**config.mk**
```make
export PLATFORM = sky130hd
export DESIGN_NAME = stoch_lif_neuron
export DESIGN_NICKNAME = d
export VERILOG_FILES = /design/src/rtl/lif_pkg.sv /design/src/rtl/lif_lfsr.sv /design/src/rtl/lif_walk_gen.sv /design/src/rtl/lif_refractory.sv /design/src/rtl/lif_membrane.sv /design/src/rtl/stoch_lif_neuron.sv
export SDC_FILE = /design/constraint.sdc
export NUM_CORES = 1
export LEC_CHECK = 0
export ABC_AREA = 1
export BUFFER_PORTS_ARGS = -buffer_cell sky130_fd_sc_hd__buf_2
export CORE_MARGIN = 3
export CORE_UTILIZATION = 45
export DETAILED_ROUTE_END_ITERATION = 7
export PLACE_DENSITY = 0.7
export SLEW_MARGIN = 20
export SYNTH_ARGS = -nofsm -noshare
export SYNTH_HDL_FRONTEND = slang
export SYNTH_SLANG_ARGS = --single-unit
```
**constraint.sdc**
```tcl
create_clock -name clk_i -period 6.9 [get_ports clk_i]
set_input_delay 1.38 -clock clk_i [delete_from_list [all_inputs] [get_ports clk_i]]
set_output_delay 1.38 -clock clk_i [all_outputs]
set_load 0.005 [all_outputs]
```
**src/rtl/lif_pkg.sv**
```systemverilog
package lif_pkg;
  localparam int unsigned LFSR_W = 16;
  localparam logic [LFSR_W-1:0] LFSR_SEED = 16'hACE1;

  typedef enum logic {WALK_DN = 1'b0, WALK_UP = 1'b1} walk_dir_e;

  function automatic logic [LFSR_W-1:0] lfsr_next(input logic [LFSR_W-1:0] s);
    return {s[LFSR_W-2:0], s[15] ^ s[13] ^ s[12] ^ s[10]};
  endfunction
endpackage

```
**src/rtl/lif_lfsr.sv**
```systemverilog
module lif_lfsr
  import lif_pkg::*;
(
  input  logic      clk_i,
  input  logic      rst_ni,
  input  logic      adv_i,
  output walk_dir_e dir_o
);
  logic [LFSR_W-1:0] state_q;

  always_ff @(posedge clk_i or negedge rst_ni) begin
    if (!rst_ni)    state_q <= LFSR_SEED;
    else if (adv_i) state_q <= lfsr_next(state_q);
  end

  assign dir_o = walk_dir_e'(state_q[0]);

  // maximal-length sequence never reaches the all-zero lockup state
  a_r7_lfsr_nonzero: assert property (@(posedge clk_i) disable iff (!rst_ni)
    state_q != '0);
endmodule

```
**src/rtl/lif_walk_gen.sv**
```systemverilog
module lif_walk_gen
  import lif_pkg::*;
#(
  parameter int unsigned PER_W = 8
) (
  input  logic             clk_i,
  input  logic             rst_ni,
  input  logic [PER_W-1:0] period_i,
  output logic             tick_o,
  output walk_dir_e        dir_o
);
  logic [PER_W-1:0] cnt_q;

  assign tick_o = (cnt_q >= period_i);

  always_ff @(posedge clk_i or negedge rst_ni) begin
    if (!rst_ni)     cnt_q <= '0;
    else if (tick_o) cnt_q <= '0;
    else             cnt_q <= cnt_q + 1'b1;
  end

  lif_lfsr i_lfsr (
    .clk_i  (clk_i),
    .rst_ni (rst_ni),
    .adv_i  (tick_o),
    .dir_o  (dir_o)
  );

  // counter restarts after every tick
  a_r7_cnt_restart: assert property (@(posedge clk_i) disable iff (!rst_ni)
    tick_o |=> (cnt_q == '0));
endmodule

```
**src/rtl/lif_refractory.sv**
```systemverilog
module lif_refractory #(
  parameter int unsigned REF_W = 8
) (
  input  logic             clk_i,
  input  logic             rst_ni,
  input  logic             fire_i,
  input  logic [REF_W-1:0] len_i,
  output logic             busy_o
);
  logic [REF_W-1:0] cnt_q;

  always_ff @(posedge clk_i or negedge rst_ni) begin
    if (!rst_ni)             cnt_q <= '0;
    else if (fire_i)         cnt_q <= len_i;
    else if (cnt_q != '0)    cnt_q <= cnt_q - 1'b1;
  end

  assign busy_o = (cnt_q != '0);

  // no new fire request can be raised while the interval is running
  a_r5_no_fire_busy: assert property (@(posedge clk_i) disable iff (!rst_ni)
    busy_o |-> !fire_i);
endmodule

```
**src/rtl/lif_membrane.sv**
```systemverilog
module lif_membrane
  import lif_pkg::*;
#(
  parameter int unsigned W_W   = 8,
  parameter int unsigned MEM_W = 16
) (
  input  logic             clk_i,
  input  logic             rst_ni,
  input  logic             valid_i,
  input  logic [W_W-1:0]   weight_i,
  input  logic [MEM_W-1:0] thr_i,
  input  logic [MEM_W-1:0] leak_i,
  input  logic [MEM_W-1:0] step_i,
  input  logic             tick_i,
  input  walk_dir_e        dir_i,
  input  logic             busy_i,
  output logic             fire_o,
  output logic             spike_o,
  output logic [MEM_W-1:0] mem_o
);
  localparam int unsigned EXT = MEM_W + 2;
  localparam logic signed [EXT-1:0] MAX_V = $signed({3'b000, {(MEM_W-1){1'b1}}});
  localparam logic signed [EXT-1:0] MIN_V = $signed({3'b111, {(MEM_W-1){1'b0}}});

  logic signed [MEM_W-1:0] mem_q;
  logic signed [EXT-1:0]   s_in, s_leak, s_walk, s_sat, w_ext, leak_ext, step_ext, thr_ext;
  logic                    spike_q;

  always_comb begin
    w_ext    = $signed({{(EXT-W_W){weight_i[W_W-1]}}, weight_i});
    leak_ext = $signed({2'b00, leak_i});
    step_ext = $signed({2'b00, step_i});
    thr_ext  = $signed({{2{thr_i[MEM_W-1]}}, thr_i});

    s_in = $signed({{2{mem_q[MEM_W-1]}}, mem_q});
    if (valid_i) s_in = s_in + w_ext;

    // leak pulls toward zero but never past it
    if (s_in > 0) s_leak = (s_in > leak_ext) ? s_in - leak_ext : '0;
    else          s_leak = s_in;

    s_walk = s_leak;
    if (tick_i) s_walk = (dir_i == WALK_UP) ? s_leak + step_ext : s_leak - step_ext;

    if (s_walk > MAX_V)      s_sat = MAX_V;
    else if (s_walk < MIN_V) s_sat = MIN_V;
    else                     s_sat = s_walk;

    fire_o = !busy_i && (s_sat > thr_ext);
  end

  always_ff @(posedge clk_i or negedge rst_ni) begin
    if (!rst_ni) begin
      mem_q   <= '0;
      spike_q <= 1'b0;
    end else begin
      spike_q <= fire_o;
      if (busy_i || fire_o) mem_q <= '0;
      else                  mem_q <= s_sat[MEM_W-1:0];
    end
  end

  assign spike_o = spike_q;
  assign mem_o   = mem_q;

  // a spike is always accompanied by a cleared membrane
  a_r4_spike_clears: assert property (@(posedge clk_i) disable iff (!rst_ni)
    spike_q |-> (mem_q == '0));
  // membrane held at zero and silent during refractory
  a_r5_refr_silent: assert property (@(posedge clk_i) disable iff (!rst_ni)
    busy_i |=> (mem_q == '0) && !spike_q);
  // with no input and no walk, the leak cannot push a nonnegative membrane negative
  a_r3_leak_floor: assert property (@(posedge clk_i) disable iff (!rst_ni)
    (!valid_i && !tick_i && !mem_q[MEM_W-1]) |=> !mem_q[MEM_W-1]);
  // with no walk, a positive weight on a nonnegative membrane never produces a negative one
  a_r6_no_wrap: assert property (@(posedge clk_i) disable iff (!rst_ni)
    (valid_i && !weight_i[W_W-1] && !tick_i && !busy_i && !mem_q[MEM_W-1]) |=> !mem_q[MEM_W-1]);
endmodule

```
**src/rtl/stoch_lif_neuron.sv**
```systemverilog
module stoch_lif_neuron
  import lif_pkg::*;
#(
  parameter int unsigned W_W   = 8,
  parameter int unsigned MEM_W = 16,
  parameter int unsigned PER_W = 8,
  parameter int unsigned REF_W = 8
) (
  input  logic             clk_i,
  input  logic             rst_ni,
  input  logic             in_valid_i,
  input  logic [W_W-1:0]   in_weight_i,
  input  logic [MEM_W-1:0] threshold_i,
  input  logic [MEM_W-1:0] leak_i,
  input  logic [MEM_W-1:0] walk_step_i,
  input  logic [PER_W-1:0] walk_period_i,
  input  logic [REF_W-1:0] refr_len_i,
  output logic             spike_o,
  output logic [MEM_W-1:0] membrane_o
);
  logic      tick, busy, fire;
  walk_dir_e dir;

  lif_walk_gen #(.PER_W(PER_W)) i_walk (
    .clk_i    (clk_i),
    .rst_ni   (rst_ni),
    .period_i (walk_period_i),
    .tick_o   (tick),
    .dir_o    (dir)
  );

  lif_refractory #(.REF_W(REF_W)) i_refr (
    .clk_i  (clk_i),
    .rst_ni (rst_ni),
    .fire_i (fire),
    .len_i  (refr_len_i),
    .busy_o (busy)
  );

  lif_membrane #(.W_W(W_W), .MEM_W(MEM_W)) i_mem (
    .clk_i    (clk_i),
    .rst_ni   (rst_ni),
    .valid_i  (in_valid_i),
    .weight_i (in_weight_i),
    .thr_i    (threshold_i),
    .leak_i   (leak_i),
    .step_i   (walk_step_i),
    .tick_i   (tick),
    .dir_i    (dir),
    .busy_i   (busy),
    .fire_o   (fire),
    .spike_o  (spike_o),
    .mem_o    (membrane_o)
  );

  // spike output never lasts more than one cycle while refractory is configured
  a_r4_single_pulse: assert property (@(posedge clk_i) disable iff (!rst_ni)
    (spike_o && (refr_len_i != '0)) |=> !spike_o);
endmodule

```
== Word-level counts from Yosys, hierarchy flattened ==
Cells that the tools add are included.

* Output and inout bits: 17
* Flip-flop bits (word level): 49
* Bits of input ports: 75

* Order comparisons: 6
* Multiplexer cells: 11
* Reduce and logical (&&, ||, !) cells: 5
* Add/subtract/negate cells: 6
* Bitwise logic cells: 3

{| class="wikitable"
|+ Operators by type and width
! cell !! number
|-
| $mux 18 || 7
|-
| $mux 8 || 3
|-
| $add 18x17->18 || 1
|-
| $gt 18x1->1 const B || 1
|-
| $gt 18x16->1 || 1
|-
| $gt 18x16->1 const B || 1
|-
| $gt 18x17->1 || 1
|-
| $lt 18x16->1 const B || 1
|-
| $sub 18x16->18 || 1
|-
| $sub 18x17->18 || 1
|-
| $add 16x8->17 || 1
|-
| $mux 16 || 1
|-
| $add 8x1->8 const B || 1
|-
| $ge 8x8->1 || 1
|-
| $reduce_bool 8->1 || 1
|-
| $sub 8x1->8 const B || 1
|-
| $xor 1x1->1 || 3
|-
| $reduce_bool 2->1 || 1
|-
| $logic_and 1x1->1 || 1
|-
| $logic_not 1->1 || 1
|-
| $logic_or 1x1->1 || 1
|}

== Longest topological paths before layout ==
Gate-level depths: netlist of the first run.

* Depth after elaboration: 15
* Depth in mapped cells: 62

== Modules after synthesis ==
Synthesis of the first run repeated with hierarchy kept, for this count alone.

* Cell total of the unflattened synthesis: 1077
* Area total of the unflattened synthesis: 6844.1 µm²

{| class="wikitable"
|+ Modules (own cells, without submodules)
! module !! cells each !! area each (µm²) !! sequential area each (µm²) !! times used
|-
| lif_membrane || 857 || 5019.8 || 425.4 || 1
|-
| lif_lfsr || 76 || 714.4 || 410.4 || 1
|-
| lif_walk_gen || 70 || 578.1 || 200.2 || 1
|-
| lif_refractory || 74 || 531.8 || 200.2 || 1
|}

== Worst setup path after synthesis of the first run ==
Ideal clock, no wire load.

* Kind: input to register
* Start point: input in_weight_i[0]
* End point: register i_mem.mem_q[6] (netlist: i_mem.mem_o[6])
* Slack: -1.472 ns
* Cell stages on the path: 57
* Path buffers: 2
* Data required time: 6.753 ns
* Data arrival time: 8.225 ns
* Path through: ha_1 > inv_1 > fa_1 > inv_1 > nand2_1 > nand3_1 > nand2_1 > nand3_1 > nand3_1 > nand2_1 > inv_1 > ha_1 > nand2_1 > nor2_1 > inv_1 > nor3_1 > nand2_1 > nand3_1 > [21 not listed] > clkinv_1 > o21ai_0 > o21bai_1 > nand2_1 > ha_1 > inv_1 > o21bai_1 > a21oi_1 > nor2_1 > o21bai_1 > nand2_1 > nand2_1 > nand2_1 > a22oi_1 > nand2_1 > nand2_1 > clkbuf_1 > a21oi_1

* Cells in the longest elaborated chain, start to end: 15

{| class="wikitable"
|+ RTL lines
! what !! RTL line !! text
|-
| from (decl) || stoch_lif_neuron.sv:12 || <nowiki>input logic [W_W-1:0] in_weight_i,</nowiki>
|-
| $add 16x8->17 * || lif_membrane.sv:36 || <nowiki>if (valid_i) s_in = s_in + w_ext;</nowiki>
|-
| $mux 18 * || lif_membrane.sv:36 ||
|-
| $sub 18x16->18 / $gt 18x17->1 (equally long branches) || lif_membrane.sv:39 || <nowiki>if (s_in > 0) s_leak = (s_in > leak_ext) ? s_in - leak_ext : '0;</nowiki>
|-
| $mux 18 || lif_membrane.sv:39 ||
|-
| $mux 18 * || lif_membrane.sv:39 ||
|-
| $sub 18x17->18 / $add 18x17->18 (equally long branches) || lif_membrane.sv:43 || <nowiki>if (tick_i) s_walk = (dir_i == WALK_UP) ? s_leak + step_ext : s_leak - step_ext;</nowiki>
|-
| $mux 18 || lif_membrane.sv:43 ||
|-
| $mux 18 * || lif_membrane.sv:43 ||
|-
| $lt 18x16->1 || lif_membrane.sv:46 || <nowiki>else if (s_walk < MIN_V) s_sat = MIN_V;</nowiki>
|-
| $mux 18 || lif_membrane.sv:46 ||
|-
| $mux 18 * || lif_membrane.sv:45 || <nowiki>if (s_walk > MAX_V) s_sat = MAX_V;</nowiki>
|-
| $gt 18x16->1 || lif_membrane.sv:49 || <nowiki>fire_o = !busy_i && (s_sat > thr_ext);</nowiki>
|-
| $logic_and 1x1->1 || lif_membrane.sv:49 ||
|-
| $logic_or 1x1->1 || lif_membrane.sv:58 || <nowiki>if (busy_i || fire_o) mem_q <= '0;</nowiki>
|-
| $mux 16 * || lif_membrane.sv:58 ||
|-
| to (signal assigned) || lif_membrane.sv:59 || <nowiki>else mem_q <= s_sat[MEM_W-1:0];</nowiki>
|-
| to (decl) || lif_membrane.sv:25 || <nowiki>logic signed [MEM_W-1:0] mem_q;</nowiki>
|}

Mark *: on every way between the ends. The rest lies on a longest branch, timed or not.
A chain may end at the register's enable or synchronous reset.

== Worst setup path in the final report of the first run ==
* Start point: input in_weight_i[5]
* End point: register i_mem.mem_q[14] (netlist: i_mem.mem_o[14])

The elaborated chain is that of the path after synthesis.

==> results by group, run 1 <==
Finish
  – Nets: 1542
  – Area Growth Syn to Fin: 60.94%
  – Number of cells in the finished layout apart from fillers: 1566
  – N_diodes: 0
  – Layout cells sized above 1: 44.66%
  – Most frequent standard cell in the layout excluding fill and tap cells: sky130_fd_sc_hd__buf_4
  – Commonest non-fill, non-tap cells in the layout: sky130_fd_sc_hd__buf_4, sky130_fd_sc_hd__nand2_1, sky130_fd_sc_hd__inv_1

Place
  – Post-DP HPWL: approximately 17000 µm
  – Post-Place Worst Slack: -1.546 ns
  – Final weighted congestion in routability-driven placement: 0.9341
  – PortBufs: around 90
  – Number of cells in the design after placement: 1525

Clock tree
  – H-Tree Level Count: 2
  – Clock Path Buffers: 2
  – Clock Tree Root: sky130_fd_sc_hd__clkbuf_16
  – CTS buffer count: 5
  – Number of sinks handled by clock tree synthesis: 49
  – Clock Pin Slew Worst Setup and Hold Paths: roughly 0.070 ns
  – Clock insertion delay at the later pin of the skew report: 0.29 ns
  – Post-CTS Hold Fix Bufs: 0
  – Clock tree from TritonCTS: done

Power and ir drop
  – Leak: roughly 0.0057 µW
  – Power Dens Cells: 247.5 nW/µm²
  – VDD IR max: between 0.2 and 0.3 mV

Timing
  – Setup Viol. Count Final: 25
  – Max-slew headroom at the worst pin: 56.49%
  – Layout Skew: 0.009091 ns
  – Final hold violations: 0
  – Achievable clock frequency: roughly 130 MHz
  – RSZ-0062 raised after global routing: true
  – Crit path setup slack, layout: -0.9371 ns
  – Tightest Pin Transition: 0.6458 ns
  – Final worst path period share: 113.6%
  – Final Critical Period: around 7.8 ns
  – Max Slew Vio Count: 0

Floorplanning
  – Die Span X: about 130 µm
  – Vert. Die Dim: 126.5 µm
  – Top-level I/O count: 92
  – Core area: 14040 µm²
  – Effective utilization at floorplan: ~47%
  – Number of standard-cell rows in the floorplan: 43
  – Die outline area: 16010 µm²

Global route
  – Global-route wire length before repair: 35520 µm
  – Maximum number of pins on one net before global-route repair: 50
  – Vias in the first global route: 7748
  – All-Layer GR Usage: 26.69%
  – Residual overflow from global routing: 0
  – Initial antenna violation count: 0

Worst setup path
  – Cell repeated most along the worst path: sky130_fd_sc_hd__nand2_2
  – Sort of element at the start of the critical path: input pin
  – Critical path class: input pin to register
  – Combined buffer and inverter count along the critical path: 9
  – Crit path largest cell delay: ~0.36 ns
  – Slack of the worst reg-to-reg path: -0.25 ns
  – Type of destination of the critical path: register
  – Critical Path RT: 7.08 ns
  – Critical path's slowest cell: sky130_fd_sc_hd__ha_4
  – Largest fanout of any net on the critical path: 8
  – CP Data Arrival Time: 8.02 ns
  – Family of cells with the greatest summed delay on the critical path: simple AND/OR/NAND/NOR gates

Synthesis
  – Synthesized Nets: ~1200
  – Post-synthesis sequential area ratio: 18.91%
  – Number of flops mapped to enable cells by yosys: 0
  – Synth unique cells: 49
  – Post-synthesis async set-or-reset flop share: 100.0%
  – Dominant synthesized flop cell: sky130_fd_sc_hd__dfrtp_1
  – Synth Warn #: 0
  – Number of flip-flops and latches in the synthesized netlist: 49
  – Number of instances in the synthesized netlist: 1046
  – Mapped Area: roughly 6500 µm²
  – Syn avg cell area: 6.251 µm²

Status
  – Failing checks: negative setup slack
  – Result of the run: finished, violations left

Routing
  – Number of detailed-routing iterations run before antenna repair: 5
  – DRC marker count from the first detailed-route iteration: 540
  – Via density: between 5 and 6
  – Average wire per cell in the routed design: 14.53 µm
  – DRC errors left: 0
  – Detailed-route wire length: between 20000 and 25000 µm
  – Total number of vias: 8066
  – Antenna-violating nets left: 0

Min path
  – Hold/Removal Path Class: register to register

Job
  – Max-Cap Viols: 0
-- final cells by class --
type | instances | area, µm²
inverters | 169 | 651.9
flip-flops and latches | 49 | 1236
clock buffers | 8 | 146.4
multi-input cells | 809 | 5739
well taps | 180 | 225.2
repair buffers | 351 | 2525
fillers | 1070 | 3518
-- stage by stage --
stage / TNS (ns) / hold WS (ns) / cell area, µm² / power (µW) / util [%]
global placement: -34.38 / 0.4681 / 9045 / 2023 / 64.41
detailed placement: -37.54 / 0.4783 / 9045 / 2055 / 64.41
finish: -21.95 / 0.4889 / 10520 / 2604 / 74.94
floorplan: -14.99 / 0.4534 / 6748 / 1397 / -
CTS: -17.23 / 0.4962 / 9846 / 2401 / 70.11
global route: -31.16 / 0.5198 / 10520 / 2834 / 74.94
-- state kept, by name, summed over array words and instances (netlist names) --
name and count:
i_refr.cnt_q 8, i_mem.spike_o 1, i_walk.i_lfsr.state_q 16, i_mem.mem_o 16, i_walk.cnt_q 8
-- cell usage after synthesis (2+ instances only) --
master	count	area, µm²
sky130_fd_sc_hd__o21a_1	3	22.52
sky130_fd_sc_hd__a21o_1	4	30.03
sky130_fd_sc_hd__inv_2	3	11.26
sky130_fd_sc_hd__a21oi_1	75	375.4
sky130_fd_sc_hd__nand2_2	5	31.28
sky130_fd_sc_hd__nand3_1	63	315.3
sky130_fd_sc_hd__nand3b_1	6	45.04
sky130_fd_sc_hd__xor2_1	23	201.4
sky130_fd_sc_hd__fa_1	3	60.06
sky130_fd_sc_hd__or2_1	4	25.02
sky130_fd_sc_hd__o21ai_1	5	25.02
sky130_fd_sc_hd__and3_1	2	12.51
sky130_fd_sc_hd__buf_4	2	15.01
sky130_fd_sc_hd__inv_1	165	619.3
sky130_fd_sc_hd__a21oi_2	6	52.55
sky130_fd_sc_hd__o21ai_0	59	295.3
sky130_fd_sc_hd__or2_2	10	62.56
sky130_fd_sc_hd__nor2_1	81	304.0
sky130_fd_sc_hd__a211oi_1	3	22.52
sky130_fd_sc_hd__a21boi_0	3	22.52
sky130_fd_sc_hd__dfstp_2	8	210.2
sky130_fd_sc_hd__buf_1	2	7.510
sky130_fd_sc_hd__nor3_1	14	70.07
sky130_fd_sc_hd__o21bai_1	6	45.04
sky130_fd_sc_hd__clkbuf_1	12	45.04
sky130_fd_sc_hd__nand4_1	12	75.07
sky130_fd_sc_hd__nor2_2	2	12.51
sky130_fd_sc_hd__nand2_4	2	22.52
sky130_fd_sc_hd__xnor2_1	20	175.2
sky130_fd_sc_hd__o211ai_1	2	15.01
sky130_fd_sc_hd__nand2_1	299	1122
sky130_fd_sc_hd__dfrtp_1	41	1026
sky130_fd_sc_hd__o2111ai_1	2	17.52
sky130_fd_sc_hd__and2_1	4	25.02
sky130_fd_sc_hd__a31oi_1	2	12.51
sky130_fd_sc_hd__buf_6	2	22.52
sky130_fd_sc_hd__ha_1	79	988.5
-- report_power, final --
part | total [µW] | switching [µW] | internal, µW
clock | 248 | 103 | 145
sequential | 447 | 63.1 | 384
combinational | 1910 | 997 | 913
total | 2600 | 1160 | 1440
-- kinds of logic (layout without fill, tap and decap cells) --
logic type	count (synthesis)	in the layout	synth area share, %
buffers and inverters	188	528	11.16
xor gates and xnor gates	43	43	5.760
adders and majority gates	82	82	16.04
AOI/OAI and AO/OA	175	175	14.94
DFF	49	49	18.91
and+or+nand+nor	509	509	33.20
-- routing by layer --
layer  up-vias  wire, µm  part of all wire [%]  GRT usage [%]
met5         -         0                     0              0
met4         0       801                   3.5          10.22
met3        54      1104                   4.9          2.526
met2       254     11190                    49          46.73
met1      3711      9655                    42          33.94
li1       4047         -                     -              -
-- path summary, 6_finish.rpt --
| check | cells past startpoint | to | from |
|---|---|---|---|
| hold reg to reg | 2 | i_walk.i_lfsr.state_q[3] | i_walk.i_lfsr.state_q[3] |
| max in group asynchronous | 1 | i_walk.cnt_q[3] | rst_ni |
| min in group asynchronous | 1 | i_refr.cnt_q[0] | rst_ni |
| setup reg to reg | 52 | i_mem.mem_o[14] | i_mem.mem_o[0] |
| setup / recovery | 54 | i_mem.mem_o[14] | in_weight_i[5] |
| hold / removal | 2 | i_walk.i_lfsr.state_q[3] | i_walk.i_lfsr.state_q[3] |
-- repair_timing --
| item | 4_1_cts | 5_1_grt |
|---|---|---|
| pin swaps | 59 | 78 |
| setup buffers | 17 | 15 |
| gates cloned | 1 | 0 |
| setup endpoints to repair | 25 | 25 |
| gates resized for setup | 93 | 148 |
-- worst min-delay path, delay by kind of cell (launching register included) --
kind               cells  cell delay (ns)
and+or+nand+nor        1             0.05
AOI/OAI and AO/OA      1             0.06
DFF                    1             0.35
Power figures use the tool's default switching activity.
==> inputs of run 2 (changes only) <==
Settings changed: BUFFER_PORTS_ARGS -buffer_cell sky130_fd_sc_hd__buf_2 to not set, DONT_BUFFER_PORTS set to 1, PLACE_DENSITY 0.7 to not set, SETUP_SLACK_MARGIN set to 0.05.
==> results by group, run 2 (synthesized netlist as in run 1, its figures left out) <==
Finish
  – Layout cells sized above 1: 36.21% (-8.4 points)
  – Commonest non-fill, non-tap cells in the layout: sky130_fd_sc_hd__nand2_1, sky130_fd_sc_hd__buf_4, sky130_fd_sc_hd__inv_1
  – End-of-flow core utilization: 69.03% (-5.9 points)
  – Final design instance area without fill: 9693 µm² (-7.9%)
  – Nets: 1429 (-7.3%)
  – Most frequent standard cell in the layout excluding fill and tap cells: sky130_fd_sc_hd__nand2_1
  – Area Growth Syn to Fin: 48.24%
  – N_diodes: 0 (unchanged)

Place
  – PortBufs: 0 (-100%)
  – Area after DPL: 8419 µm² (-6.9%)
  – Post-DP HPWL: 16730 µm (-1.6%)
  – Final weighted congestion in routability-driven placement: 0.9311 (-0.32%)

Floorplanning
  – Top-level I/O count: 92 (unchanged)
  – Number of standard-cell rows in the floorplan: 43 (unchanged)
  – Core area: 14040 µm² (unchanged)
  – Die outline area: 16010 µm² (unchanged)
  – Vert. Die Dim: 126.5 µm (unchanged)
  – Effective utilization at floorplan: 46.57% (unchanged)
  – Die Span X: 126.5 µm (unchanged)

Clock tree
  – CTS buffer count: 5 (unchanged)
  – Clock insertion delay at the later pin of the skew report: 0.30 ns (about the same)
  – H-Tree Level Count: 2 (unchanged)
  – Clock tree from TritonCTS: done
  – Number of sinks handled by clock tree synthesis: 49 (unchanged)
  – Clock Path Buffers: 2 (unchanged)
  – Clock Pin Slew Worst Setup and Hold Paths: 0.07 ns (about the same)
  – Clock Tree Root: sky130_fd_sc_hd__clkbuf_16

Job
  – Max-Cap Viols: 0 (unchanged)

Worst setup path
  – Cell repeated most along the worst path: sky130_fd_sc_hd__nand2_2
  – Sort of element at the start of the critical path: input pin
  – CP Data Arrival Time: 7.85 ns (-0.17 ns)
  – Crit path largest cell delay: 0.34 ns (-0.02 ns)
  – Critical Path RT: 7.13 ns (+0.05 ns)
  – Type of destination of the critical path: register
  – Critical path class: input pin to register
  – Critical path's slowest cell: sky130_fd_sc_hd__fa_2
  – Largest fanout of any net on the critical path: 8 (unchanged)

Timing
  – Max Slew Vio Count: 0 (unchanged)
  – Total negative setup slack: -17.15 ns (+4.802 ns)
  – Final hold violations: 0 (unchanged)
  – Crit path setup slack, layout: -0.7204 ns (+0.2167 ns)
  – Final worst path period share: 110.4% (-3.1 points)
  – Setup Viol. Count Final: 25 (unchanged)
  – Tightest Pin Transition: 0.5680 ns (-0.07786 ns)
  – Worst hold margin: 0.4894 ns (+0.0005520 ns)
  – Final Critical Period: 7.620 ns (-0.2167 ns)
  – Max-slew headroom at the worst pin: 61.74% (+5.2 points)
  – RSZ-0062 raised after global routing: true
  – Layout Skew: 0.008341 ns (-0.0007499 ns)
  – Achievable clock frequency: 131.2 MHz (+2.8%)

Power and ir drop
  – Power Dens Cells: 269.9 nW/µm² (+9.1%)
  – VDD IR max: 0.2736 mV (-4.6%)
  – Leak: 0.005088 µW (-10%)

Routing
  – Antenna-violating nets left: 0 (unchanged)
  – Detailed-route wire length: 21410 µm (-5.9%)
  – Via density: 5.109 (-0.81%)
  – Number of detailed-routing iterations run before antenna repair: 7 (+2)
  – DRC marker count from the first detailed-route iteration: 527 (-2.4%)
  – DRC errors left: 0 (unchanged)
  – Average wire per cell in the routed design: 14.74 µm (+1.4%)
  – Total number of vias: 7423 (-8.0%)

Global route
  – All-Layer GR Usage: 26.06% (-0.64 points)
  – Vias in the first global route: 7155 (-7.7%)
  – Residual overflow from global routing: 0 (unchanged)
  – Maximum number of pins on one net before global-route repair: 50 (unchanged)
  – Initial antenna violation count: 0 (unchanged)
  – Global-route wire length before repair: 34170 µm (-3.8%)

Status
  – Result of the run: finished, violations left
  – Failing checks: negative setup slack

Min path
  – Hold/Removal Path Class: register to register
[run 2: cell types whose count changed in the layout (fill, tap and decap cells not counted), moves of 18 or more]
cell                      before  now
sky130_fd_sc_hd__nand2_1     228  250
sky130_fd_sc_hd__buf_2        88    0
sky130_fd_sc_hd__nand2_2      66   48
sky130_fd_sc_hd__buf_4       252  232
[run 2: what timing repair did]
item	4_1_cts	5_1_grt
hold buffers	0	0
gates resized for setup	93	81
cloned	1	0
setup endpoints to repair	25	25
setup buffers	24	9
pin swaps	52	32
hold endpoints to repair	0	0
[run 2: metrics by stage]
| step | total power, µW | setup slack (ns) | std cells |
|---|---|---|---|
| after floorplan | 1397 | -0.6540 | 1046 |
| after global placement | 1999 | -1.284 | 1413 |
| after detailed placement | 2009 | -1.358 | 1413 |
| after CTS | 2468 | -0.6803 | 1446 |
| after global routing | 2859 | -1.259 | 1453 |
| final | 2616 | -0.7204 | 1453 |
[run 2: path summary, 6_finish.rpt]
check | slack, ns | from | depth (start not counted) | endpoint
min reg2reg | 0.49 | i_walk.cnt_q[0] | 1 | i_walk.cnt_q[0]
max in group asynchronous | 5.94 | rst_ni | 0 | i_walk.i_lfsr.state_q[0]
min in group asynchronous | 0.77 | rst_ni | 0 | i_refr.cnt_q[6]
min | 0.49 | i_walk.cnt_q[0] | 1 | i_walk.cnt_q[0]
max reg2reg | -0.13 | i_mem.mem_o[0] | 57 | i_refr.cnt_q[3]
max | -0.72 | in_weight_i[0] | 57 | i_refr.cnt_q[3]
[run 2: layout make-up]
class / instances / area (µm²)
Multi-Input combinational cell: 809 / 5575
Tap cell: 180 / 225.2
Clock buffer: 5 / 125.1
Inverter: 169 / 654.4
Fill cell: 1177 / 4349
Timing Repair Buffer: 238 / 1831
Clock inverter: 3 / 46.29
Sequential cell: 49 / 1236
[run 2: worst max-delay path: cells and delay by family]
family                   cells  cell delay [ns]
AO/OA/AOI/OAI                7             0.75
adder cells (fa/ha/maj)      6             1.64
buffers and inverters       12             1.02
AND/OR/NAND/NOR             32             3.03
[run 2: power breakdown]
part           total, µW  leakage (µW)  switching [µW]  internal, µW
sequential           445      0.000619            61.7           384
clock                281     0.0000800             109           172
combinational       1890       0.00439             971           918
total               2620       0.00509            1140          1470
[run 2: per-layer routing]
metal	track usage, %	part of all wire [%]
met4	7.256	3.6
met5	0	0
met1	32.84	43
met3	2.695	3.9
met2	47.17	50
==> inputs of run 3 (changes only) <==
Settings changed: BUFFER_PORTS_ARGS set to -buffer_cell sky130_fd_sc_hd__buf_2, DONT_BUFFER_PORTS 1 to not set, PLACE_DENSITY set to 0.68.
==> results by group, run 3 (synthesized netlist as in run 1, its figures left out) <==
Global route
  – Residual overflow from global routing: 0 (unchanged)
  – Maximum number of pins on one net before global-route repair: 50 (unchanged)
  – Vias in the first global route: 7748 (+8.3%)
  – Initial antenna violation count: 0 (unchanged)
  – Global-route wire length before repair: 34860 µm (+2.0%)
  – All-Layer GR Usage: 26.36% (+0.30 points)

Routing
  – Total number of vias: 7996 (+7.7%)
  – Detailed-route wire length: 22690 µm (+6.0%)
  – DRC errors left: 0 (unchanged)
  – Antenna-violating nets left: 0 (unchanged)
  – Via density: 5.149 (+0.78%)
  – DRC marker count from the first detailed-route iteration: 599 (+14%)
  – Average wire per cell in the routed design: 14.61 µm (-0.85%)
  – Number of detailed-routing iterations run before antenna repair: 5 (-2)

Clock tree
  – Number of sinks handled by clock tree synthesis: 49 (unchanged)
  – CTS buffer count: 5 (unchanged)
  – H-Tree Level Count: 2 (unchanged)
  – Clock insertion delay at the later pin of the skew report: 0.29 ns (about the same)
  – Clock Path Buffers: 2 (unchanged)
  – Clock tree from TritonCTS: done
  – Clock Pin Slew Worst Setup and Hold Paths: 0.06 ns (about the same)
  – Clock Tree Root: sky130_fd_sc_hd__clkbuf_16

Worst setup path
  – Critical Path RT: 7.08 ns (-0.05 ns)
  – Largest fanout of any net on the critical path: 8 (unchanged)
  – Combined buffer and inverter count along the critical path: 11 (-1)
  – Family of cells with the greatest summed delay on the critical path: simple AND/OR/NAND/NOR gates
  – Number of cells on the worst reg-to-reg path: 56 (-1.8%)
  – Terminus of the critical flop-to-flop path: i_mem.mem_o[6]
  – Critical path's slowest cell: sky130_fd_sc_hd__ha_4
  – Sort of element at the start of the critical path: input pin
  – Cell repeated most along the worst path: sky130_fd_sc_hd__nand2_2
  – Critical path class: input pin to register
  – Crit path largest cell delay: 0.38 ns (+0.04 ns)
  – Launching point of the worst reg2reg path: i_mem.mem_o[0]
  – CP Data Arrival Time: 8.12 ns (+0.27 ns)
  – Type of destination of the critical path: register
  – Slack of the worst reg-to-reg path: -0.35 ns (-0.22 ns)

Timing
  – Achievable clock frequency: 125.9 MHz (-4.1%)
  – Final Critical Period: 7.945 ns (+0.3249 ns)
  – Tightest Pin Transition: 0.6201 ns (+0.05217 ns)
  – Total negative setup slack: -24.64 ns (-7.491 ns)
  – Crit path setup slack, layout: -1.045 ns (-0.3249 ns)
  – RSZ-0062 raised after global routing: true
  – Final hold violations: 0 (unchanged)
  – Max Slew Vio Count: 0 (unchanged)
  – Setup Viol. Count Final: 25 (unchanged)
  – Final worst path period share: 115.1% (+4.7 points)
  – Layout Skew: 0.006824 ns (-0.001517 ns)
  – Max-slew headroom at the worst pin: 58.66% (-3.1 points)

Place
  – PortBufs: 91 (+91)
  – Number of cells in the design after placement: 1511 (+6.9%)
  – Final weighted congestion in routability-driven placement: 0.9538 (+2.4%)
  – Post-DP HPWL: 17090 µm (+2.1%)

Min path
  – Number of stages on the worst hold path: 2 (+1)
  – Endpoint, Worst Hold: i_walk.i_lfsr.state_q[10]
  – Origin of the worst min-delay path: i_walk.i_lfsr.state_q[9]
  – Hold/Removal Path Class: register to register

Finish
  – Filler cells: 1088 (-7.6%)
  – Combined area of the multi-input logic cells: 5702 µm² (+2.3%)
  – Most frequent standard cell in the layout excluding fill and tap cells: sky130_fd_sc_hd__buf_4
  – Number of cells in the finished layout apart from fillers: 1553 (+6.9%)
  – Layout cells sized above 1: 43.41% (+7.2 points)
  – Nets: 1529 (+7.0%)
  – Commonest non-fill, non-tap cells in the layout: sky130_fd_sc_hd__buf_4, sky130_fd_sc_hd__nand2_1, sky130_fd_sc_hd__inv_1
  – Area Growth Syn to Fin: 58.53%
  – N_diodes: 0 (unchanged)
  – FF/Latch Area: 1236 µm² (unchanged)

Power and ir drop
  – Switching power share of the total: 44.33% (+0.66 points)
  – VDD IR max: 0.3000 mV (+9.6%)
  – Part of the power in the clock network: 10.9% (+0.2 points)
  – Sequential share of power: 17.1% (about the same)
  – Power Dens Cells: 252.3 nW/µm² (-6.5%)
  – Total power: 2616 µW (about the same)
  – Leak: 0.005576 µW (+9.6%)
  – Switching power total: 1159 µW (+1.5%)
  – Combinational group share of total power: 72.0% (-0.2 points)
  – Cell-internal power: 1456 µW (-1.2%)

Floorplanning
  – Top-level I/O count: 92 (unchanged)
  – Die Span X: 126.5 µm (unchanged)
  – Vert. Die Dim: 126.5 µm (unchanged)
  – Number of standard-cell rows in the floorplan: 43 (unchanged)
  – Core area: 14040 µm² (unchanged)
  – Die outline area: 16010 µm² (unchanged)
  – Effective utilization at floorplan: 46.57% (unchanged)

Status
  – Failing checks: negative setup slack
  – Result of the run: finished, violations left

Job
  – Max-Cap Viols: 0 (unchanged)
[run 3: cell count changes in the layout (fill, tap and decap cells not counted), sizes merged]
cell      change
clkinvlp      -1
clkbuf        +2
buf          +99
[run 3: metrics by stage]
step	instance area, µm²	hold slack (ns)	setup slack (ns)	util (%)
2_1_floorplan	6748	0.4534	-0.6540	-
3_3_place_gp	8927	0.4685	-1.556	63.57
3_5_place_dp	8927	0.4754	-1.729	63.57
4_1_cts	9866	0.4881	-0.8156	70.26
5_1_grt	10370	0.5290	-1.423	73.82
6_report	10370	0.4879	-1.045	73.82
[run 3: layout make-up]
cell class                 count  area share [%]
clock buffer                   7           1.376
clock inverter                 1          0.2897
inverter                     169           6.240
multi-input combinational    809           55.00
sequential                    49           11.93
tap                          180           2.173
timing repair buffer         337           22.95
timing repair inverter         1         0.04828
[run 3: layer usage]
| metal | vias to the layer above | GRT usage [%] | wire [µm] |
|---|---|---|---|
| met1 | 3668 | 31.46 | 9088 |
| met2 | 228 | 47.38 | 11570 |
| met4 | 0 | 10.66 | 909 |
| met5 | - | 0 | 0 |
| li1 | 4030 | - | - |
| met3 | 70 | 3.747 | 1124 |
[run 3: worst max-delay path by stage]
stage / start / endpoint / slack (ns) / cells past startpoint
floorplan: in_weight_i[0] / i_refr.cnt_q[2] / -0.65 / 58
global placement: in_weight_i[0] / i_mem.mem_o[6] / -1.56 / 52
detailed placement: in_weight_i[0] / i_refr.cnt_q[6] / -1.73 / 52
CTS: in_weight_i[0] / i_mem.mem_o[5] / -0.82 / 56
global route: in_weight_i[0] / i_mem.mem_o[6] / -1.42 / 60
finish: in_weight_i[0] / i_mem.mem_o[6] / -1.05 / 57
[run 3: tightest hold or removal path: cells and delay by family (launching register included)]
family	cells	cell delay (ns)
flops	1	0.34
compound gates	1	0.06
simple gates	1	0.05
[run 3: power groups by stage]
stage / clock network, µW / logic [µW] / registers [µW]
finish: 286 / 1880 / 446
floorplan: 0 / 968 / 429
global placement: 0 / 1530 / 449
CTS: 291 / 1680 / 447
detailed placement: 0 / 1560 / 450
global route: 298 / 2090 / 458
[run 3: what timing repair did]
item	in CTS	in global routing
hold buffers	0	0
gates resized for setup	98	127
pin swaps	46	70
buffers inserted	29	5
cloned	2	0
endpoints found under the setup margin	25	25
